===== src/rtl/paged_dma_pkg.sv =====
package paged_dma_pkg;
  typedef enum logic {
    DIR_UP   = 1'b0,
    DIR_DOWN = 1'b1
  } addr_dir_e;

  typedef struct packed {
    logic      word_mode;
    logic      autoinit;
    addr_dir_e dir;
  } chan_mode_t;
endpackage


===== src/rtl/pdma_count_unit.sv =====
module pdma_count_unit #(
  parameter int CNT_W = 16
) (
  input  logic             clk,
  input  logic             rst_n,
  input  logic             load,
  input  logic [CNT_W-1:0] base_count,
  input  logic             autoinit,
  input  logic             step,
  output logic [CNT_W-1:0] cur_count,
  output logic             advance,
  output logic             wrap_evt,
  output logic             tc,
  output logic             masked
);
  localparam logic [CNT_W-1:0] ALL_ONES = {CNT_W{1'b1}};

  logic [CNT_W-1:0] base_q;

  function automatic logic [CNT_W-1:0] dec_count(input logic [CNT_W-1:0] c);
    return c - {{(CNT_W-1){1'b0}}, 1'b1};
  endfunction

  assign advance  = step && !masked && !load;
  assign wrap_evt = advance && (cur_count == '0);

  always_ff @(posedge clk or negedge rst_n) begin
    if (!rst_n) begin
      base_q    <= '0;
      cur_count <= ALL_ONES;
      tc        <= 1'b0;
      masked    <= 1'b1;
    end else if (load) begin
      base_q    <= base_count;
      cur_count <= base_count;
      tc        <= 1'b0;
      masked    <= 1'b0;
    end else begin
      tc <= wrap_evt;
      if (advance) begin
        if (wrap_evt && autoinit) cur_count <= base_q;
        else                      cur_count <= dec_count(cur_count);
        if (wrap_evt && !autoinit) masked <= 1'b1;
      end
    end
  end

  AST_COUNT_DECR: assert property (@(posedge clk) disable iff (!rst_n)
    (advance && !wrap_evt) |=> (cur_count == $past(cur_count) - 1'b1));
  AST_TC_FROM_ZERO: assert property (@(posedge clk) disable iff (!rst_n)
    $rose(tc) |-> ($past(cur_count) == '0));
  AST_STOP_MASKS: assert property (@(posedge clk) disable iff (!rst_n)
    (wrap_evt && !autoinit) |=> (masked && cur_count == ALL_ONES));
  AST_MASK_FREEZE: assert property (@(posedge clk) disable iff (!rst_n)
    (masked && !load) |=> $stable(cur_count));
endmodule


===== src/rtl/pdma_addr_unit.sv =====
module pdma_addr_unit
  import paged_dma_pkg::*;
#(
  parameter int ADDR_W = 16
) (
  input  logic              clk,
  input  logic              rst_n,
  input  logic              load,
  input  logic [ADDR_W-1:0] base_addr,
  input  addr_dir_e         dir,
  input  logic              advance,
  input  logic              reload,
  output logic [ADDR_W-1:0] cur_addr
);
  logic [ADDR_W-1:0] base_q;

  function automatic logic [ADDR_W-1:0] next_addr(input logic [ADDR_W-1:0] a,
                                                  input addr_dir_e d);
    return (d == DIR_DOWN) ? a - 1'b1 : a + 1'b1;
  endfunction

  always_ff @(posedge clk or negedge rst_n) begin
    if (!rst_n) begin
      base_q   <= '0;
      cur_addr <= '0;
    end else if (load) begin
      base_q   <= base_addr;
      cur_addr <= base_addr;
    end else if (advance) begin
      cur_addr <= reload ? base_q : next_addr(cur_addr, dir);
    end
  end

  AST_ADDR_UP: assert property (@(posedge clk) disable iff (!rst_n)
    (advance && !reload && !load && dir == DIR_UP) |=> (cur_addr == $past(cur_addr) + 1'b1));
  AST_ADDR_DOWN: assert property (@(posedge clk) disable iff (!rst_n)
    (advance && !reload && !load && dir == DIR_DOWN) |=> (cur_addr == $past(cur_addr) - 1'b1));
  AST_ADDR_RELOAD: assert property (@(posedge clk) disable iff (!rst_n)
    (advance && reload && !load) |=> (cur_addr == base_q));
endmodule


===== src/rtl/paged_xfer_engine.sv =====
module paged_xfer_engine
  import paged_dma_pkg::*;
#(
  parameter int ADDR_W = 16,
  parameter int CNT_W  = 16,
  parameter int PAGE_W = 8
) (
  input  logic                     clk,
  input  logic                     rst_n,
  input  logic                     load,
  input  logic [ADDR_W-1:0]        base_addr,
  input  logic [CNT_W-1:0]         base_count,
  input  logic [PAGE_W-1:0]        page,
  input  logic                     word_mode,
  input  logic                     autoinit,
  input  logic                     count_down,
  input  logic                     step,
  output logic [PAGE_W+ADDR_W-1:0] phys_addr,
  output logic                     tc,
  output logic [CNT_W-1:0]         remaining,
  output logic                     masked
);
  localparam int PHYS_W = PAGE_W + ADDR_W;

  chan_mode_t        mode_q;
  logic [PAGE_W-1:0] page_q;
  logic [ADDR_W-1:0] cur_addr;
  logic              advance;
  logic              wrap_evt;
  logic              reload;

  function automatic logic [PHYS_W-1:0] map_phys(input logic [PAGE_W-1:0] pg,
                                                 input logic [ADDR_W-1:0] a,
                                                 input logic              wide);
    if (wide) return {pg[PAGE_W-1:1], a, 1'b0};
    else      return {pg, a};
  endfunction

  always_ff @(posedge clk or negedge rst_n) begin
    if (!rst_n) begin
      page_q <= '0;
      mode_q <= '{word_mode: 1'b0, autoinit: 1'b0, dir: DIR_UP};
    end else if (load) begin
      page_q <= page;
      mode_q <= '{word_mode: word_mode, autoinit: autoinit,
                  dir: (count_down ? DIR_DOWN : DIR_UP)};
    end
  end

  assign reload = wrap_evt && mode_q.autoinit;

  pdma_count_unit #(.CNT_W(CNT_W)) u_count (
    .clk        (clk),
    .rst_n      (rst_n),
    .load       (load),
    .base_count (base_count),
    .autoinit   (mode_q.autoinit),
    .step       (step),
    .cur_count  (remaining),
    .advance    (advance),
    .wrap_evt   (wrap_evt),
    .tc         (tc),
    .masked     (masked)
  );

  pdma_addr_unit #(.ADDR_W(ADDR_W)) u_addr (
    .clk       (clk),
    .rst_n     (rst_n),
    .load      (load),
    .base_addr (base_addr),
    .dir       (mode_q.dir),
    .advance   (advance),
    .reload    (reload),
    .cur_addr  (cur_addr)
  );

  assign phys_addr = map_phys(page_q, cur_addr, mode_q.word_mode);

  AST_PAGE_STEADY: assert property (@(posedge clk) disable iff (!rst_n)
    !load |=> $stable(phys_addr[PHYS_W-1:ADDR_W+1]));
  AST_WORD_EVEN: assert property (@(posedge clk) disable iff (!rst_n)
    (advance && mode_q.word_mode) |=> (phys_addr[0] == 1'b0));
  AST_LOAD_UNMASK: assert property (@(posedge clk) disable iff (!rst_n)
    load |=> (!masked && remaining == $past(base_count)));
endmodule


===== config.mk =====
export PLATFORM = sky130hd
export DESIGN_NAME = paged_xfer_engine
export DESIGN_NICKNAME = d
export VERILOG_FILES = /design/src/rtl/paged_dma_pkg.sv /design/src/rtl/pdma_count_unit.sv /design/src/rtl/pdma_addr_unit.sv /design/src/rtl/paged_xfer_engine.sv
export SDC_FILE = /design/constraint.sdc
export NUM_CORES = 1
export LEC_CHECK = 0
export ABC_AREA = 1
export BUFFER_PORTS_ARGS = -buffer_cell sky130_fd_sc_hd__buf_4
export CORE_AREA = 2 2 112 114
export DETAILED_ROUTE_END_ITERATION = 10
export DIE_AREA = 0 0 114 116
export HOLD_SLACK_MARGIN = 0.06
export SLEW_MARGIN = 10
export SYNTH_ARGS = -nofsm -noshare
export SYNTH_HDL_FRONTEND = slang
export SYNTH_HIERARCHICAL = 1
export SYNTH_SLANG_ARGS = --single-unit

===== constraint.sdc =====
create_clock -name clk -period 3.2 [get_ports clk]
set_input_delay 0.64 -clock clk [delete_from_list [all_inputs] [get_ports clk]]
set_output_delay 0.64 -clock clk [all_outputs]
set_load 0.005 [all_outputs]

[After elaboration in Yosys (flattened, before gate mapping)]
Cells that the tools add are included.
Cells by class
  $add $sub $neg: 3
  mux-type cells: 13
  reductions and logical operators: 12
Operator list (count)
  two-way mux 16 bit: 7
  subtractor 16 x 1 -> 16 bit, second input constant: 2
  two-way mux 17 bit: 1
  adder 16 x 1 -> 16 bit, second input constant: 1
  logical NOT 16 bit: 1
  logical AND 1 bit: 5
  two-way mux 1 bit: 5
  nonzero test 2 bit: 2
  logical NOT 1 bit: 3
  AND reduction 2 bit: 1
Word-level totals
  bits in registers: 77
  input port bits: 47
  output and inout bits: 42

[Logic depth before layout (Yosys ltp)]
  depth in word-level cells: 8
  depth in mapped cells: 16

[Cells and area by module]
The synthesis kept the hierarchy.
Modules (own cells, without submodules)
  pdma_addr_unit: instances 1, cells each 344, area each 2356.0 um^2, seq. area each 800.8 um^2
  pdma_count_unit: instances 1, cells each 313, area each 2187.1 um^2, seq. area each 872.1 um^2
  paged_xfer_engine: instances 1, cells each 110, area each 737.0 um^2, seq. area each 275.3 um^2

[Worst setup path before layout]
Ideal clock, no wire load.
  kind: register to register
  start: register u_count.cur_count[0]
  end: register u_addr.cur_addr[2]
  setup time: 0.131 ns
  arrival time: 2.084 ns
  data required time: 3.069 ns
  path slack: 0.985 ns
  stages on the path, launching flop included: 16
  path buffers: 2
  period minus slack after synthesis: 2.215 ns
  cells stage by stage: dfstp_2 inv_1 ha_1 nand2_4 nor2_2 nand2_1 nor2_4 nand2_1 inv_1 nand2_1 inv_1 clkbuf_1 inv_1 buf_4 o211ai_1 a31oi_1
On the way
  word-level cells in the longest chain between the ends: 6
Ends and longest elaborated chain
  start, declared: line pdma_count_unit.sv:10  | output logic [CNT_W-1:0] cur_count,
  start signal, assigned: line pdma_count_unit.sv:35  | cur_count <= base_count;
  start signal, assigned: line pdma_count_unit.sv:41  | if (wrap_evt && autoinit) cur_count <= base_q;
  start signal, assigned: line pdma_count_unit.sv:42  | else cur_count <= dec_count(cur_count);
  logical NOT 16 bit: line pdma_count_unit.sv:25  | assign wrap_evt = advance && (cur_count == '0);
  logical AND 1 bit: line pdma_count_unit.sv:25
  net wrap_evt: line paged_xfer_engine.sv:29  | logic wrap_evt;
  logical AND 1 bit: line paged_xfer_engine.sv:50  | assign reload = wrap_evt && mode_q.autoinit;
  net reload: line paged_xfer_engine.sv:30  | logic reload;
  two-way mux 16 bit: line pdma_addr_unit.sv:30  | cur_addr <= reload ? base_q : next_addr(cur_addr, dir);
  two-way mux 16 bit: line pdma_addr_unit.sv:29  | end else if (advance) begin
  two-way mux 16 bit: line pdma_addr_unit.sv:26  | end else if (load) begin
  end signal, assigned: line pdma_addr_unit.sv:28  | cur_addr <= base_addr;
  end signal, assigned: line pdma_addr_unit.sv:30
  end, declared: line pdma_addr_unit.sv:13  | output logic [ADDR_W-1:0] cur_addr
The timed path passes the listed nets, and every way through them passes these cells. The select of a mux whose other input is x is not followed.
A chain may end at the register's enable or synchronous reset.

[Final worst setup path]
Same ends and word-level chain as after synthesis.

==> flow_metrics.tcl <==
set metrics [dict create \
    yosysTopAreaCell "dfrtp_1" \
    hold_ws_ns 0.4516 \
    viasPerCell 5.026 \
    crit_fanout 14 \
    yosysTopAreaCellShare_pct 28.44 \
    initial_core_util_pct 44.33 \
    finalWorstPathRequiredPeriod_ns 2.533 \
    synth_edf_count 0 \
    path_common_cell "inv_1" \
    synth_area_leaders "dfrtp_1 (28%), nand2_1 (22%), dfstp_2 (8.5%)" \
    finClkSkew_ns 0.006637 \
    place_hpwl_mm 10.16 \
    grt_pass1_vias 4700 \
    antenna_found_initial 0 \
    ys_ff_latch 77 \
    clk_latency_ns 0.33 \
    slowest_delay_ns 0.56 \
    nets 903 \
    place_area_mm2 0.005964 \
    layout-area-overhead-vs-synth_pct 19.48 \
    place_inst 976 \
    r2r_cells 14 \
    max_slew_margin_pct 35.10 \
    die_y_um 116 \
    overflow 0 \
    fin_ws_ns 0.6673 \
    path_class "flop to flop" \
    synth_ff_type "dfrtp_1" \
    final_util_pct 52.96 \
    layout.cells.non_filler 992 \
    place_ws_ns 0.6621 \
    synth_nets 830 \
    rows 40 \
    crit_chain "inv_1, ha_1, nand2_4, nor2_2, nand2_1, nor2_4, nand2_1, inv_1, nand2_1, inv_1, inv_1, o21ai_0, o211ai_1, a31oi_1" \
    ant_nets 0 \
    power_density_mw_per_mm2 588.8 \
    drtIter0Drc 385 \
    cts-root-buf "clkbuf_16" \
    numCtsBuffers 9 \
    final-hold-violation-count 0 \
    worstMarginPinSlew_ns 0.9735 \
    grt_max_degree 78 \
    final_cell_mix "nand2_1 (303), buf_4 (94), inv_1 (79)" \
    yosys_warnings 6 \
    synth_area_mm2 0.005280 \
    grt_usage_pct 21.97 \
    die_area_mm2 0.01322 \
    layout_worst_path_cycle_share_pct 79.15 \
    final_common_cell "nand2_1" \
    clock.fmax_mhz 394.8 \
    core_mm2 0.01191 \
    critPathCaptureType "flop" \
    place_congestion 0.9073 \
    io_pins 89 \
    status "completed" \
    cts_tree "yes" \
    wl_per_cell_um 14.09 \
    grt_pass1_wl_mm 23.19 \
    cts_buffer_depth 2 \
    synthCells 767 \
    fp.dieW_um 114 \
    synth.distinct_cells 44 \
    fin_tns_setup_ns 0 \
    fin_area_mm2 0.006309 \
    avgSynthCellArea_um2 6.884 \
    cts-resized-gates 0 \
    maxCapViolCount 0 \
    setup_viol 0 \
    worst_setup_path_start_kind "flop" \
    layout-drive-gt1-share_pct 20.95 \
    ir_drop_v 0.0002608 \
    firstDrtPassIters 5 \
    clock-sinks 77 \
    clkTransAtPathRegs_ns 0.06 \
    cts_setup_buffers 0 \
    async_reset_ff_share_pct 100.0 \
    hold_buffers 0 \
    critPathSlowestCell "dfstp_2" \
    required_ns 3.40 \
    slew_violations 0 \
    crit_arrival_ns 2.73 \
    p_total_mw 3.714 \
    ys_seq_area_share_pct 36.90 \
    power.leakage_nw 3.422 \
    diodes 0 \
    holdCritPathClass "input port to asynchronous set/reset pin" \
    io_buffers 88 \
    rsz0062_at_grt "no" \
    drcViolationCount 0 \
    ctsHtreeMaxLevel 3 \
    finalWirelength_mm 13.98 \
    dr_total_vias 4986 \
]
## layer usage
layer  vias up  track usage (%)  share of wire (%)
met4         0            6.341                1.2
li1       2543                -                  -
met2       131            34.01                 45
met1      2300            32.09                 49
met3        12            3.243                4.8
met5         -                0                  0
## registers in the layout (all words and copies together) (netlist names)
signal,flops
u_count/base_q,16
u_count/cur_count,16
mode_q,3
u_addr/base_q,16
page_q,8
u_addr/cur_addr,16
u_count/tc,1
u_count/masked,1
## cell usage after synthesis (2+ instances only)
master      n
a31oi_1     2
nand3_2     2
o21ai_0    25
buf_2      13
nand2_1   303
inv_2       3
clkbuf_1    7
dfstp_2    17
ha_1       15
nor2_2      6
dfrtp_1    60
nand2_2    17
xor2_1      8
inv_1      79
a21oi_2     6
nand4_1     8
and2_1      2
o211ai_1    3
nor2_4      7
a21oi_1    47
buf_6       3
buf_4       8
xnor2_1     4
nand3b_1    3
nor2_1     56
nand3_1    45
## area by class of cell
cell class / count / area [um2]
well taps: 147 / 183.9
fillers: 1197 / 5603
inverters: 84 / 320.3
multi-input cells: 574 / 2806
repair buffers: 94 / 705.7
clock inverters: 4 / 77.57
clock buffers: 12 / 266.5
flip-flops and latches: 77 / 1948
## final timing paths
check,startpoint,slack [ns],endpoint
worst min register to register,page_q[0],0.47,page_q[0]
worst min-delay path,rst_n,0.45,page_q[6]
worst max register to register,u_count/cur_count[0],0.67,u_addr/cur_addr[2]
min in group clk,page_q[0],0.47,page_q[0]
worst max-delay path,u_count/cur_count[0],0.67,u_addr/cur_addr[2]
max in group asynchronous,rst_n,2.12,u_addr/cur_addr[13]
## where the power goes
group          total (mW)  internal, mW  switching, mW
logic                1.26         0.537          0.723
clock network        1.16         0.751          0.408
registers            1.30          1.13          0.169
## critical path: cells and delay by family (launching register included)
family / cells / cell delay [ns]
buf+inv: 4 / 0.63
simple gates: 6 / 0.58
flops: 1 / 0.56
compound gates: 3 / 0.38
fa+ha+maj: 1 / 0.26
## cells by family after synthesis
group | Yosys count | synth area share [%]
xor gates and xnor gates | 12 | 1.991
muxes | 1 | 0.2133
and+or+nand+nor | 458 | 37.99
AOI/OAI and AO/OA | 87 | 9.028
adders and majority gates | 16 | 3.934
DFF | 77 | 36.90
buffers and inverters | 116 | 9.953
Power figures use the tool's default switching activity.
